===== config.mk =====
export PLATFORM = sky130hd
export DESIGN_NAME = acc_seq_ctrl
export DESIGN_NICKNAME = d
export VERILOG_FILES = /design/src/rtl/seq_pkg.sv /design/src/rtl/seq_rst_sync.sv /design/src/rtl/seq_pc.sv /design/src/rtl/seq_ctrl.sv /design/src/rtl/acc_seq_ctrl.sv
export SDC_FILE = /design/constraint.sdc
export NUM_CORES = 1
export LEC_CHECK = 0
export BUFFER_PORTS_ARGS = -buffer_cell sky130_fd_sc_hd__buf_2
export CAP_MARGIN = 10
export CORE_MARGIN = 3
export CORE_UTILIZATION = 23
export DETAILED_ROUTE_END_ITERATION = 7
export GPL_TIMING_DRIVEN = 1
export PLACE_DENSITY = 0.47
export SLEW_MARGIN = 25
export SYNTH_ARGS = -nofsm -noshare
export SYNTH_HDL_FRONTEND = slang
export SYNTH_SLANG_ARGS = --single-unit

===== constraint.sdc =====
create_clock -name clk -period 3.7 [get_ports clk]
set_input_delay 0.37 -clock clk [delete_from_list [all_inputs] [get_ports clk]]
set_output_delay 0.37 -clock clk [all_outputs]
set_load 0.03 [all_outputs]

===== src/rtl/seq_pkg.sv =====
`timescale 1ns/1ps
package seq_pkg;
    typedef enum logic [2:0] {
        ST_FETCH,
        ST_DECODE,
        ST_EXEC,
        ST_EXEC2,
        ST_HALT
    } seq_state_e;

    localparam int ALU_W = 5;
    localparam int OPC_W = 8;

    localparam logic [OPC_W-1:0] OPC_HLT  = 8'h07;
    localparam logic [OPC_W-1:0] OPC_NOP  = 8'h08;
    localparam logic [OPC_W-1:0] OPC_INCB = 8'h0C;
    localparam logic [OPC_W-1:0] OPC_DECB = 8'h0D;
    localparam logic [OPC_W-1:0] OPC_LDB  = 8'h17;
    localparam logic [OPC_W-1:0] OPC_CNB  = 8'h1B;
    localparam logic [OPC_W-1:0] OPC_LAB  = 8'h1D;
    localparam logic [OPC_W-1:0] OPC_FGO  = 8'h20;
    localparam logic [OPC_W-1:0] OPC_LDX  = 8'h30;
    localparam logic [OPC_W-1:0] OPC_INX  = 8'h31;
    localparam logic [OPC_W-1:0] OPC_DEX  = 8'h32;
    localparam logic [OPC_W-1:0] OPC_LDA  = 8'h33;
    localparam logic [OPC_W-1:0] OPC_STA  = 8'h34;
    localparam logic [OPC_W-1:0] OPC_BGT  = 8'h40;
    localparam logic [OPC_W-1:0] OPC_CALL = 8'h41;
    localparam logic [OPC_W-1:0] OPC_RET  = 8'h42;

    localparam logic [ALU_W-1:0] ALU_PASS  = 5'h00;
    localparam logic [ALU_W-1:0] ALU_PASSB = 5'h01;
    localparam logic [ALU_W-1:0] ALU_CNB   = 5'h0A;
    localparam logic [ALU_W-1:0] ALU_FGO   = 5'h0B;
endpackage


===== src/rtl/seq_rst_sync.sv =====
`timescale 1ns/1ps
module seq_rst_sync #(
    parameter int STAGES = 2
) (
    input  logic clk,
    input  logic rst_ext,
    output logic rst_int
);
    localparam int LAST = STAGES - 1;

    logic [STAGES-1:0] sh_d, sh_q;

    always_comb begin
        sh_d = {sh_q[STAGES-2:0], 1'b0};
    end

    always_ff @(posedge clk or posedge rst_ext) begin
        if (rst_ext) sh_q <= '1;
        else         sh_q <= sh_d;
    end

    assign rst_int = sh_q[LAST];

    genvar g;
    generate
        for (g = 1; g < STAGES; g++) begin : g_chk
            AST_SYNC_SHIFT: assert property (@(posedge clk) disable iff (rst_ext)
                !sh_q[g-1] |=> !sh_q[g]);
        end
    endgenerate
endmodule


===== src/rtl/seq_pc.sv =====
`timescale 1ns/1ps
module seq_pc #(
    parameter int AW = 8
) (
    input  logic          clk,
    input  logic          rst,
    input  logic          inc,
    input  logic          ld1,
    input  logic [AW-1:0] in1,
    input  logic          ld2,
    input  logic [AW-1:0] in2,
    output logic [AW-1:0] pc
);
    localparam logic [AW-1:0] STEP = AW'(1);

    logic [AW-1:0] pc_d, pc_q;
    logic [AW-1:0] sum;

    always_comb begin
        sum  = pc_q + STEP;
        pc_d = pc_q;
        if (ld2)      pc_d = in2;
        else if (ld1) pc_d = in1;
        else if (inc) pc_d = sum;
    end

    always_ff @(posedge clk or posedge rst) begin
        if (rst) pc_q <= '0;
        else     pc_q <= pc_d;
    end

    assign pc = pc_q;

    AST_PC_STEP: assert property (@(posedge clk) disable iff (rst)
        (inc && !ld1 && !ld2) |=> pc_q == $past(pc_q) + STEP);
    AST_PC_RELOAD: assert property (@(posedge clk) disable iff (rst)
        ld2 |=> pc_q == $past(in2));
    AST_PC_HOLD: assert property (@(posedge clk) disable iff (rst)
        (!inc && !ld1 && !ld2) |=> $stable(pc_q));
endmodule


===== src/rtl/seq_ctrl.sv =====
`timescale 1ns/1ps
module seq_ctrl
    import seq_pkg::*;
#(
    parameter int AW = 8,
    parameter int DW = 16
) (
    input  logic             clk,
    input  logic             rst,
    input  logic [DW-1:0]    mem_rdata,
    input  logic             flag_gt,
    input  logic [DW-1:0]    acc_in,
    output logic [AW-1:0]    p_addr,
    output logic [DW-1:0]    p_wdata,
    output logic             p_rd,
    output logic             p_wr,
    output logic [ALU_W-1:0] alu_op,
    output logic             ld_a,
    output logic             ld_b,
    output logic             b_inc,
    output logic             b_dec
);
    localparam int OFF_LSB = DW - AW;

    typedef struct packed {
        seq_state_e    st;
        logic [DW-1:0] ir;
        logic [AW-1:0] ix;
        logic [AW-1:0] sv;
    } ctl_s;

    ctl_s          c_d, c_q;
    logic [AW-1:0] pc_q;
    logic          pc_inc, pc_ld1, pc_ld2;
    logic [AW-1:0] br_tgt;
    logic [OPC_W-1:0] opc;
    logic [AW-1:0] off;

    assign opc    = c_q.ir[OPC_W-1:0];
    assign off    = c_q.ir[DW-1:OFF_LSB];
    assign br_tgt = pc_q + off;

    seq_pc #(.AW(AW)) i_pc (
        .clk (clk),
        .rst (rst),
        .inc (pc_inc),
        .ld1 (pc_ld1),
        .in1 (br_tgt),
        .ld2 (pc_ld2),
        .in2 (c_q.sv),
        .pc  (pc_q)
    );

    always_comb begin
        c_d     = c_q;
        p_addr  = pc_q;
        p_wdata = '0;
        p_rd    = 1'b0;
        p_wr    = 1'b0;
        alu_op  = ALU_PASS;
        ld_a    = 1'b0;
        ld_b    = 1'b0;
        b_inc   = 1'b0;
        b_dec   = 1'b0;
        pc_inc  = 1'b0;
        pc_ld1  = 1'b0;
        pc_ld2  = 1'b0;
        unique case (c_q.st)
            ST_FETCH: begin
                p_rd   = 1'b1;
                pc_inc = 1'b1;
                c_d.st = ST_DECODE;
            end
            ST_DECODE: begin
                c_d.ir = mem_rdata;
                c_d.st = ST_EXEC;
            end
            ST_EXEC: begin
                c_d.st = ST_FETCH;
                case (opc)
                    OPC_LDB: begin
                        p_rd   = 1'b1;
                        pc_inc = 1'b1;
                        c_d.st = ST_EXEC2;
                    end
                    OPC_LAB: begin
                        ld_a   = 1'b1;
                        alu_op = ALU_PASSB;
                    end
                    OPC_CNB: begin
                        ld_b   = 1'b1;
                        alu_op = ALU_CNB;
                    end
                    OPC_FGO: begin
                        ld_a   = 1'b1;
                        ld_b   = 1'b1;
                        alu_op = ALU_FGO;
                    end
                    OPC_INCB: b_inc = 1'b1;
                    OPC_DECB: b_dec = 1'b1;
                    OPC_LDX:  c_d.ix = off;
                    OPC_INX:  c_d.ix = c_q.ix + AW'(1);
                    OPC_DEX:  c_d.ix = c_q.ix - AW'(1);
                    OPC_LDA: begin
                        p_rd   = 1'b1;
                        p_addr = c_q.ix;
                        c_d.st = ST_EXEC2;
                    end
                    OPC_STA: begin
                        p_wr    = 1'b1;
                        p_addr  = c_q.ix;
                        p_wdata = acc_in;
                    end
                    OPC_BGT:  pc_ld1 = flag_gt;
                    OPC_CALL: begin
                        c_d.sv = pc_q;
                        pc_ld1 = 1'b1;
                    end
                    OPC_RET:  pc_ld2 = 1'b1;
                    OPC_HLT:  c_d.st = ST_HALT;
                    default: ;
                endcase
            end
            ST_EXEC2: begin
                c_d.st = ST_FETCH;
                case (opc)
                    OPC_LDB: ld_b = 1'b1;
                    OPC_LDA: ld_a = 1'b1;
                    default: ;
                endcase
            end
            ST_HALT: c_d.st = ST_HALT;
            default: c_d.st = ST_FETCH;
        endcase
    end

    always_ff @(posedge clk or posedge rst) begin
        if (rst) begin
            c_q.st <= ST_FETCH;
            c_q.ir <= '0;
            c_q.ix <= '0;
            c_q.sv <= '0;
        end else begin
            c_q <= c_d;
        end
    end

    AST_RD_WR_EXCL: assert property (@(posedge clk) disable iff (rst)
        !(p_rd && p_wr));
    AST_RD_SINGLE: assert property (@(posedge clk) disable iff (rst)
        p_rd |=> !p_rd);
    AST_HALT_HOLD: assert property (@(posedge clk) disable iff (rst)
        (c_q.st == ST_HALT) |=> (c_q.st == ST_HALT && !p_rd && !p_wr && !ld_a && !ld_b));
    AST_PC_ONE_SRC: assert property (@(posedge clk) disable iff (rst)
        $onehot0({pc_inc, pc_ld1, pc_ld2}));
    AST_BR_SKIP: assert property (@(posedge clk) disable iff (rst)
        (c_q.st == ST_EXEC && opc == OPC_BGT && !flag_gt) |=> pc_q == $past(pc_q));
endmodule


===== src/rtl/acc_seq_ctrl.sv =====
`timescale 1ns/1ps
module acc_seq_ctrl
    import seq_pkg::*;
#(
    parameter int AW          = 8,
    parameter int DW          = 16,
    parameter int SYNC_STAGES = 2
) (
    input  logic             clk,
    input  logic             rst_ext,
    input  logic [AW-1:0]    ldr_addr,
    input  logic [DW-1:0]    ldr_wdata,
    input  logic             ldr_wr,
    input  logic [DW-1:0]    mem_rdata,
    input  logic             flag_gt,
    input  logic [DW-1:0]    acc_in,
    output logic [AW-1:0]    mem_addr,
    output logic [DW-1:0]    mem_wdata,
    output logic             mem_rd,
    output logic             mem_wr,
    output logic [ALU_W-1:0] alu_op,
    output logic             ld_a,
    output logic             ld_b,
    output logic             b_inc,
    output logic             b_dec
);
    logic          rst_int;
    logic [AW-1:0] p_addr;
    logic [DW-1:0] p_wdata;
    logic          p_rd, p_wr;

    seq_rst_sync #(.STAGES(SYNC_STAGES)) i_sync (
        .clk     (clk),
        .rst_ext (rst_ext),
        .rst_int (rst_int)
    );

    seq_ctrl #(.AW(AW), .DW(DW)) i_ctrl (
        .clk       (clk),
        .rst       (rst_int),
        .mem_rdata (mem_rdata),
        .flag_gt   (flag_gt),
        .acc_in    (acc_in),
        .p_addr    (p_addr),
        .p_wdata   (p_wdata),
        .p_rd      (p_rd),
        .p_wr      (p_wr),
        .alu_op    (alu_op),
        .ld_a      (ld_a),
        .ld_b      (ld_b),
        .b_inc     (b_inc),
        .b_dec     (b_dec)
    );

    always_comb begin
        if (rst_int) begin
            mem_addr  = ldr_addr;
            mem_wdata = ldr_wdata;
            mem_wr    = ldr_wr;
            mem_rd    = 1'b0;
        end else begin
            mem_addr  = p_addr;
            mem_wdata = p_wdata;
            mem_wr    = p_wr;
            mem_rd    = p_rd;
        end
    end
endmodule


### Word level (Yosys, flattened, before mapping)

Index checks and enable logic that the tools add are counted.

* register bits after elaboration: 45
* bits of input ports: 60
* word-level logic and storage cells: 73

* add/sub/neg operators: 4
* equality and inequality tests: 19
* multiplexer cells: 35
* reduce and logical (&&, ||, !) cells: 9

Operators by type and width (number)
* $eq A8 B6 Y1 const B: 6
* $mux W16: 3
* $mux W8: 6
* $eq A8 B5 Y1 const B: 3
* $eq A8 B7 Y1 const B: 3
* $pmux W8 S3: 1
* $add A8 B1 Y8 const B: 2
* $eq A8 B4 Y1 const B: 2
* $mux W1: 16
* $pmux W3 S4: 1
* $pmux W4 S3: 1
* $pmux W1 S2: 5
* $add A8 B8 Y8: 1
* $eq A8 B3 Y1 const B: 1
* $reduce_or A2 Y1: 4
* $sub A8 B1 Y8 const B: 1
* $eq A3 B2 Y1 const B: 2
* $pmux W3 S2: 1
* $reduce_bool A3 Y1: 2
* $mux W5: 1
* $reduce_and A2 Y1: 2
* $eq A3 B1 Y1 const B: 1
* $eq A3 B3 Y1 const B: 1
* $logic_not A3 Y1: 1

### Depth between registers and ports, before layout

Gate-level depths: netlist of run 1.

* word-level depth: 6
* gate-level depth with buffers: 14
* gate-level depth less buffers: 12

### Cells and area by module

A second synthesis of run 1 with hierarchy kept.

* cells, all modules: 362
* area, all modules: 3629.7 um2

Modules (own cells, without submodules)
* seq_ctrl: instances 1, cells each 258, area each 2544.9 um2, sequential area each 875.8 um2
* seq_pc: instances 1, cells each 71, area each 614.3 um2, sequential area each 200.2 um2
* acc_seq_ctrl: instances 1, cells each 29, area each 410.4 um2, sequential area each 0.0 um2
* seq_rst_sync: instances 1, cells each 4, area each 60.1 um2, sequential area each 52.6 um2

### Worst setup path before layout of run 1

OpenSTA, ideal clock, no wires.

* path type: register to register
* start: register i_ctrl.c_q[34] (netlist bit)
* end: register i_ctrl.i_pc.pc_q[7], in the netlist i_ctrl.i_pc.pc[7]
* library setup time: 0.126 ns
* arrival time: 3.197 ns
* required time: 3.574 ns
* slack: 0.377 ns
* cell stages (with the launch flop): 13
* cell sequence: dfrtp_1 buf_6 or3b_1 buf_6 nor4_4 and2_2 ha_1 and3_1 a221o_1 o41ai_1 xnor2_1 a21o_1 a221o_1

* word-level cells in the longest chain between the ends: 4
* elaborated cells on any way between the ends: 8

Ends and longest elaborated chain
* start, declared: line seq_ctrl.sv:32 `ctl_s c_d, c_q;`
* $eq A3 B2 Y1: line seq_ctrl.sv:68 `unique case (c_q.st)`
* $mux W1: line seq_ctrl.sv:68
* $mux W8: line seq_pc.sv:23 `else if (ld1) pc_d = in1;`
* $mux W8: line seq_pc.sv:22 `if (ld2) pc_d = in2;`
* end signal, assigned: line seq_pc.sv:29 `else pc_q <= pc_d;`
* end, declared: line seq_pc.sv:16 `logic [AW-1:0] pc_d, pc_q;`

Several ways; a longest one is shown, not always the timed one.
A chain may end at the register's enable or synchronous reset.

### Worst setup path in the final report of run 1

* start: register i_ctrl.c_q[21] (netlist bit)
* end: register i_ctrl.i_pc.pc_q[7], in the netlist i_ctrl.i_pc.pc[7]

* word-level cells in the longest chain between the ends: 5
* elaborated cells on any way between the ends: 13

Ends and longest elaborated chain
* $eq A8 B7 Y1: line seq_ctrl.sv:80 `case (opc)`
* $pmux W1 S2: line seq_ctrl.sv:80
* $mux W1: line seq_ctrl.sv:68
* $mux W8: line seq_pc.sv:23
* $mux W8: line seq_pc.sv:22

Several ways; a longest one is shown, not always the timed one.

==> flow_metrics.tcl, run 1 <==
set metrics [dict create \
    status "finished clean" \
    ff2ff_path_depth 10 \
    fp.dieH_um 124 \
    design_area_um2 3940 \
    leakagePower_nw 1.90 \
    rr_startpoint "i_ctrl.c_q[21]" \
    maxCapViolCount 0 \
    numCtsBuffers 5 \
    async_flop_share 1.00 \
    netlist_area_um2 3220 \
    via_count 2747 \
    path_clk_slew_ps 60 \
    hp-class "in2async" \
    final_nets 493 \
    yosysTopAreaCell "dfrtp_1" \
    post-route-util 0.293 \
    drive_above_1_share 0.364 \
    syn-instance-count 333 \
    cp.arrival_ps 3650 \
    met2_wirelength_um 4280 \
    initial_utilization 0.240 \
    dpl.cell_count 587 \
    crit_buf_inv 0 \
    port_buffers 92 \
    regToRegSetupSlack_ps 220 \
    post_cts_buffers 0 \
    fin_crit_sh 0.941 \
    drc_errors 0 \
    antenna_cells 0 \
    ctsResizeCount 0 \
    final_cells 594 \
    synth.top_cells.by_area "dfrtp_1 (33%), mux2_2 (10%), ha_1 (5.0%), a22o_1 (4.3%), mux2i_1 (3.4%)" \
    path_common_cell "a221o_1" \
    grt_max_degree 37 \
    root_buffer "clkbuf_16" \
    via_per_inst 4.62 \
    rows 42 \
    crit_chain "or4b_4 > nor4_4 > and2_2 > ha_1 > and3_1 > a221o_1 > o41ai_1 > xnor2_1 > a21o_1 > a221o_1" \
    ir_drop_v 0.000214 \
    total_power_mw 2.43 \
    relSlewSlack 0.597 \
    dr.pass1.iters 4 \
    cts_tree "yes" \
    first_iter_violations 150 \
    yosysSeqAreaShare 0.350 \
    yosysWarnings 0 \
    highest_layer "met4" \
    synth_area_per_cell_um2 9.68 \
    start_kind "flop" \
    synth_commonest_cells "dfrtp_1 (43), mux2_2 (29), nand2_1 (28)" \
    wl_met1_um 3720 \
    clkSinkCount 45 \
    tightest_slew_ps 603 \
    area_growth_pct 22.3 \
    fmax_ghz 0.287 \
    antenna_found_initial 0 \
    ys_ff_latch 45 \
    grt_usage 0.109 \
    setup_violations 0 \
    slowest_stage "or4b_4" \
    grt_pass1_vias 2747 \
    critPathKind "reg2reg" \
    drt.antenna.violating_nets 0 \
    slew_viol_final 0 \
    cp_data_required_time_ps 3870 \
    finClkSkew_ps 4.91 \
    die-area_um2 15500 \
    h-tree-depth 2 \
    crit_path_max_fanout 8 \
    cp-end-kind "flop" \
    synthFlopType "dfrtp_1" \
    grt_pass1_wl_um 13900 \
    die_w_um 124 \
    reg2reg_to "i_ctrl.i_pc.pc[7]" \
    clk_latency_ps 290 \
    cp_top_family "simple AND/OR/NAND/NOR gates" \
    powerDensity_nw_per_um2 617 \
    placed_cell_area_um2 3800 \
    synth-edff-count 0 \
    tns_ps 0 \
    io_pins 95 \
    finalHoldViolCount 0 \
    gp_congestion 0.829 \
    dp_hpwl_um 6610 \
    ys_types 55 \
    core-area_um2 13500 \
    grt_overflow 0 \
    drt-total-wl_um 8480 \
    cpPeakStageDelay_ps 620 \
    hold_buffers 0 \
    yosysMostFrequentCell "dfrtp_1" \
    wl_per_cell_um 14.3 \
    synth.top_cell.area_share 0.334 \
    min_period_ps 3480 \
    rsz0062_at_grt "no" \
    wl_met3_um 336 \
    clockBufferDepth 2 \
]
[sequential cells by signal, indices dropped and copies added (netlist names)]
register / flops
i_ctrl.c_q: 35
i_ctrl.i_pc.pc: 8
i_sync.sh_q: 2
[layout by cell type (no fill, tap or decap), types with 2 or more instances in the layout]
master / instances
o41ai_1: 2
or2b_1: 3
o21ai_0: 20
buf_2: 92
xnor2_1: 3
nor2_1: 19
nand2_1: 28
dfrtp_1: 43
o21bai_1: 4
conb_1: 3
fa_1: 2
a211oi_1: 5
nor2b_1: 3
inv_1: 11
buf_4: 6
and3_1: 3
ha_1: 13
nor3_1: 11
clkbuf_16: 5
nand3b_1: 2
a21oi_1: 19
and2_1: 4
nor3_4: 2
or4_1: 2
nor4_1: 4
dfstp_2: 2
a21o_1: 7
nand2b_1: 4
mux2i_1: 11
nand3_1: 3
a221o_1: 2
mux2_2: 29
a22o_1: 16
or2_2: 3
o31ai_1: 2
or3_1: 3
and2_2: 3
xor2_1: 6
[cells by family (layout without fill, tap and decap cells)]
logic type	Yosys count	after routing	synth area share
xor+xnor	9	9	0.0244
other cells	1	3	0.00116
simple gates	108	108	0.194
buf+inv	33	116	0.0617
compound gates	82	82	0.171
fa+ha+maj	15	15	0.0629
flops	45	45	0.350
mux	40	40	0.135
[final cells by class]
class	count	area, um2
well taps	176	220
flip-flops and latches	45	1130
fillers	1414	9510
clock buffers	7	143
multi-input cells	257	1900
inverters	11	41.3
repair buffers	98	505
[where the power goes]
group	total (mW)	internal, mW	switching, mW	leakage (nW)
Clock	0.442	0.265	0.177	0.0700
Combinational	1.05	0.501	0.551	1.28
Sequential	0.938	0.685	0.252	0.552
Total	2.43	1.45	0.979	1.90
[metrics by stage]
| step | hold WS, ps | setup WS [ps] |
|---|---|---|
| 2_1_floorplan | 282 | 377 |
| 3_3_place_gp | 348 | 279 |
| 3_5_place_dp | 351 | 210 |
| 4_1_cts | 83.5 | 187 |
| 5_1_grt | 99.3 | 3.48 |
| 6_report | 91.6 | 220 |
[per-layer routing]
layer	up-vias	global-route usage
met4	0	0.0355
met2	65	0.197
met1	1297	0.131
li1	1376	-
met5	-	0
met3	9	0.0180
[worst reg2reg max path: cells and delay by family, from the launching register on]
family | cells | cell delay (ps)
AO/OA/AOI/OAI | 4 | 1130
XOR/XNOR | 1 | 140
adder cells (fa/ha/maj) | 1 | 260
flip-flops | 1 | 450
AND/OR/NAND/NOR | 4 | 1400
[how the worst max path moves through the flow]
stage,from,to,slack [ps],cells after the start
after floorplan,i_ctrl.c_q[34],i_ctrl.i_pc.pc[7],380,12
after global placement,i_ctrl.c_q[21],i_ctrl.i_pc.pc[7],280,10
after detailed placement,i_ctrl.c_q[21],i_ctrl.i_pc.pc[7],210,10
after CTS,i_ctrl.c_q[21],i_ctrl.i_pc.pc[7],190,10
after global routing,i_ctrl.c_q[21],i_ctrl.i_pc.pc[7],3,10
final,i_ctrl.c_q[21],i_ctrl.i_pc.pc[7],220,10
Power figures use the tool's default switching activity.
==> run 2: changes to the inputs <==
- CELL_PAD_IN_SITES_DETAIL_PLACEMENT: default -> 0
- CELL_PAD_IN_SITES_GLOBAL_PLACEMENT: default -> 1
- PLACE_DENSITY: 0.47 -> 0.57
==> run 2 against run 1 <==
Against the previous run: clock skew shrank 1.3 ps; clock-buffer cell count stayed put; flip-flop and latch count did not move; highest routed layer unchanged; combinational power barely moved; clock power down 3%; critical path depth is the same; final cell count up 0.34%; die area did not move; first-iteration DRC count is 19% lower; sequential power about the same.
==> flow_metrics.tcl, run 2 (synthesis gave the netlist of run 1 again) <==
set metrics [dict create \
    numCtsBuffers 5 \
    drt.antenna.violating_nets 0 \
    critPathKind "reg2reg" \
    grt_usage 0.111 \
    dp_hpwl_um 7020 \
    largest_reg_flops 35 \
    finClkSkew_ps 3.57 \
    powerDensity_nw_per_um2 611 \
    h-tree-depth 2 \
    pwr-share-clk 0.178 \
    cts_tree "yes" \
    first_iter_violations 121 \
    setup_violations 0 \
    final_cell_mix "buf_2 (92), dfrtp_1 (43), mux2_2 (29)" \
    met3_usage 0.0129 \
    grt_pass1_vias 2752 \
    wl_per_cell_um 14.6 \
    p_int_mw 1.44 \
    via_per_inst 4.56 \
    cp-end-kind "flop" \
    fp.dieH_um 124 \
    clockBufferDepth 2 \
    total_power_mw 2.41 \
    drive_above_1_share 0.364 \
    cp_data_required_time_ps 3860 \
    tns_ps 0 \
    grt_pass1_wl_um 14200 \
    io_pins 95 \
    grt_util_met1 0.136 \
    cp.arrival_ps 3600 \
    crit_path_max_fanout 8 \
    fmax_ghz 0.291 \
    die-area_um2 15500 \
    tightest_slew_ps 759 \
    via_count 2715 \
    design_area_um2 3950 \
    clk_latency_ps 280 \
    ir_drop_v 0.000183 \
    antenna_cells 0 \
    path_clk_slew_ps 60 \
    seq_power_share 0.388 \
    p_sw_uw 976 \
    gp_congestion 0.783 \
    largest-register "i_ctrl.c_q" \
    final_common_cell "buf_2" \
    dr.pass1.iters 4 \
    die_w_um 124 \
    min_period_ps 3440 \
    maxCapViolCount 0 \
    relSlewSlack 0.492 \
    leakagePower_nw 1.90 \
    share_comb_of_total_power 0.435 \
    hp-class "in2async" \
    slew_viol_final 0 \
    start_kind "flop" \
    root_buffer "clkbuf_16" \
    area_growth_pct 22.4 \
    grt_max_degree 38 \
    finalHoldViolCount 0 \
    initial_utilization 0.240 \
    rsz0062_at_grt "no" \
    clkSinkCount 45 \
    placed_cell_area_um2 3810 \
    antenna_found_initial 0 \
    core-area_um2 13500 \
    swShare 0.404 \
    fin_crit_sh 0.929 \
    status "finished clean" \
    port_buffers 92 \
    ctsResizeCount 0 \
    top_usage_layer "met2" \
    drt-total-wl_um 8730 \
    hold_buffers 0 \
    final_nets 494 \
    rows 42 \
    met2_usage 0.202 \
    drc_errors 0 \
    grt_overflow 0 \
]
==> run 2: cell types whose count changed in the layout (fill, tap and decap cells not counted), sizes merged <==
cell,delta
buf,+1
clkinvlp,+1
==> run 2: power groups by stage <==
stage                     registers (mW)  clock network, mW  logic, mW
final                              0.936              0.429       1.05
after global routing               0.975              0.465       1.17
after CTS                          0.941              0.443       1.07
after detailed placement           0.949                  0       1.06
after global placement             0.939                  0       1.05
after floorplan                    0.814                  0      0.923
==> run 2: area by class of cell <==
type | instances | area (um2)
clock inverter | 1 | 7.51
fill | 1469 | 9510
timing repair buffer | 99 | 513
tap | 176 | 220
multi-input combinational | 257 | 1900
inverter | 11 | 41.3
sequential | 45 | 1130
clock buffer | 7 | 133
==> run 2: final timing paths <==
kind / endpoint / start / cells past startpoint / slack, ps
max reg2reg: i_ctrl.i_pc.pc[7] / i_ctrl.c_q[21] / 10 / 260
min: i_sync.sh_q[1] / rst_ext / 2 / 100
max in group asynchronous: i_ctrl.c_q[2] / i_sync.sh_q[1] / 2 / 2400
min in group clk: i_ctrl.c_q[17] / mem_rdata[1] / 2 / 320
max: i_ctrl.i_pc.pc[7] / i_ctrl.c_q[21] / 10 / 260
min reg2reg: i_sync.sh_q[1] / i_sync.sh_q[0] / 0 / 360
==> run 2: repair_timing <==
item / in CTS / in global routing
endpoints found under the setup margin: 0 / 1
hold endpoints to repair: 0 / 0
setup buffers: 0 / 0
==> run 2: worst max-delay path, cell delays in order, from the launching register on <==
cell and delay [ps]:
dfrtp_1 450, or4b_4 610, nor4_4 300, and2_2 210
ha_1 260, and3_1 200, a221o_1 340, o41ai_1 340
xnor2_1 130, a21o_1 190, a221o_1 280
==> run 2: through the flow <==
| stage | util | std cells | hold WS (ps) | setup WS (ps) |
|---|---|---|---|---|
| 2_1_floorplan | - | 335 | 282 | 377 |
| 3_3_place_gp | 0.283 | 588 | 348 | 212 |
| 3_5_place_dp | 0.283 | 588 | 351 | 147 |
| 4_1_cts | 0.293 | 596 | 98.5 | 142 |
| 5_1_grt | 0.293 | 596 | 113 | 42.2 |
| 6_report | 0.293 | 596 | 101 | 262 |
==> run 2: layer usage <==
layer  part of all wire  up-vias  wire length [um]
met3              0.029        8               252
met4              0.015        0               130
met1               0.45     1292              3910
met5                  0        -                 0
met2               0.51       49              4440
li1                   -     1366                 -
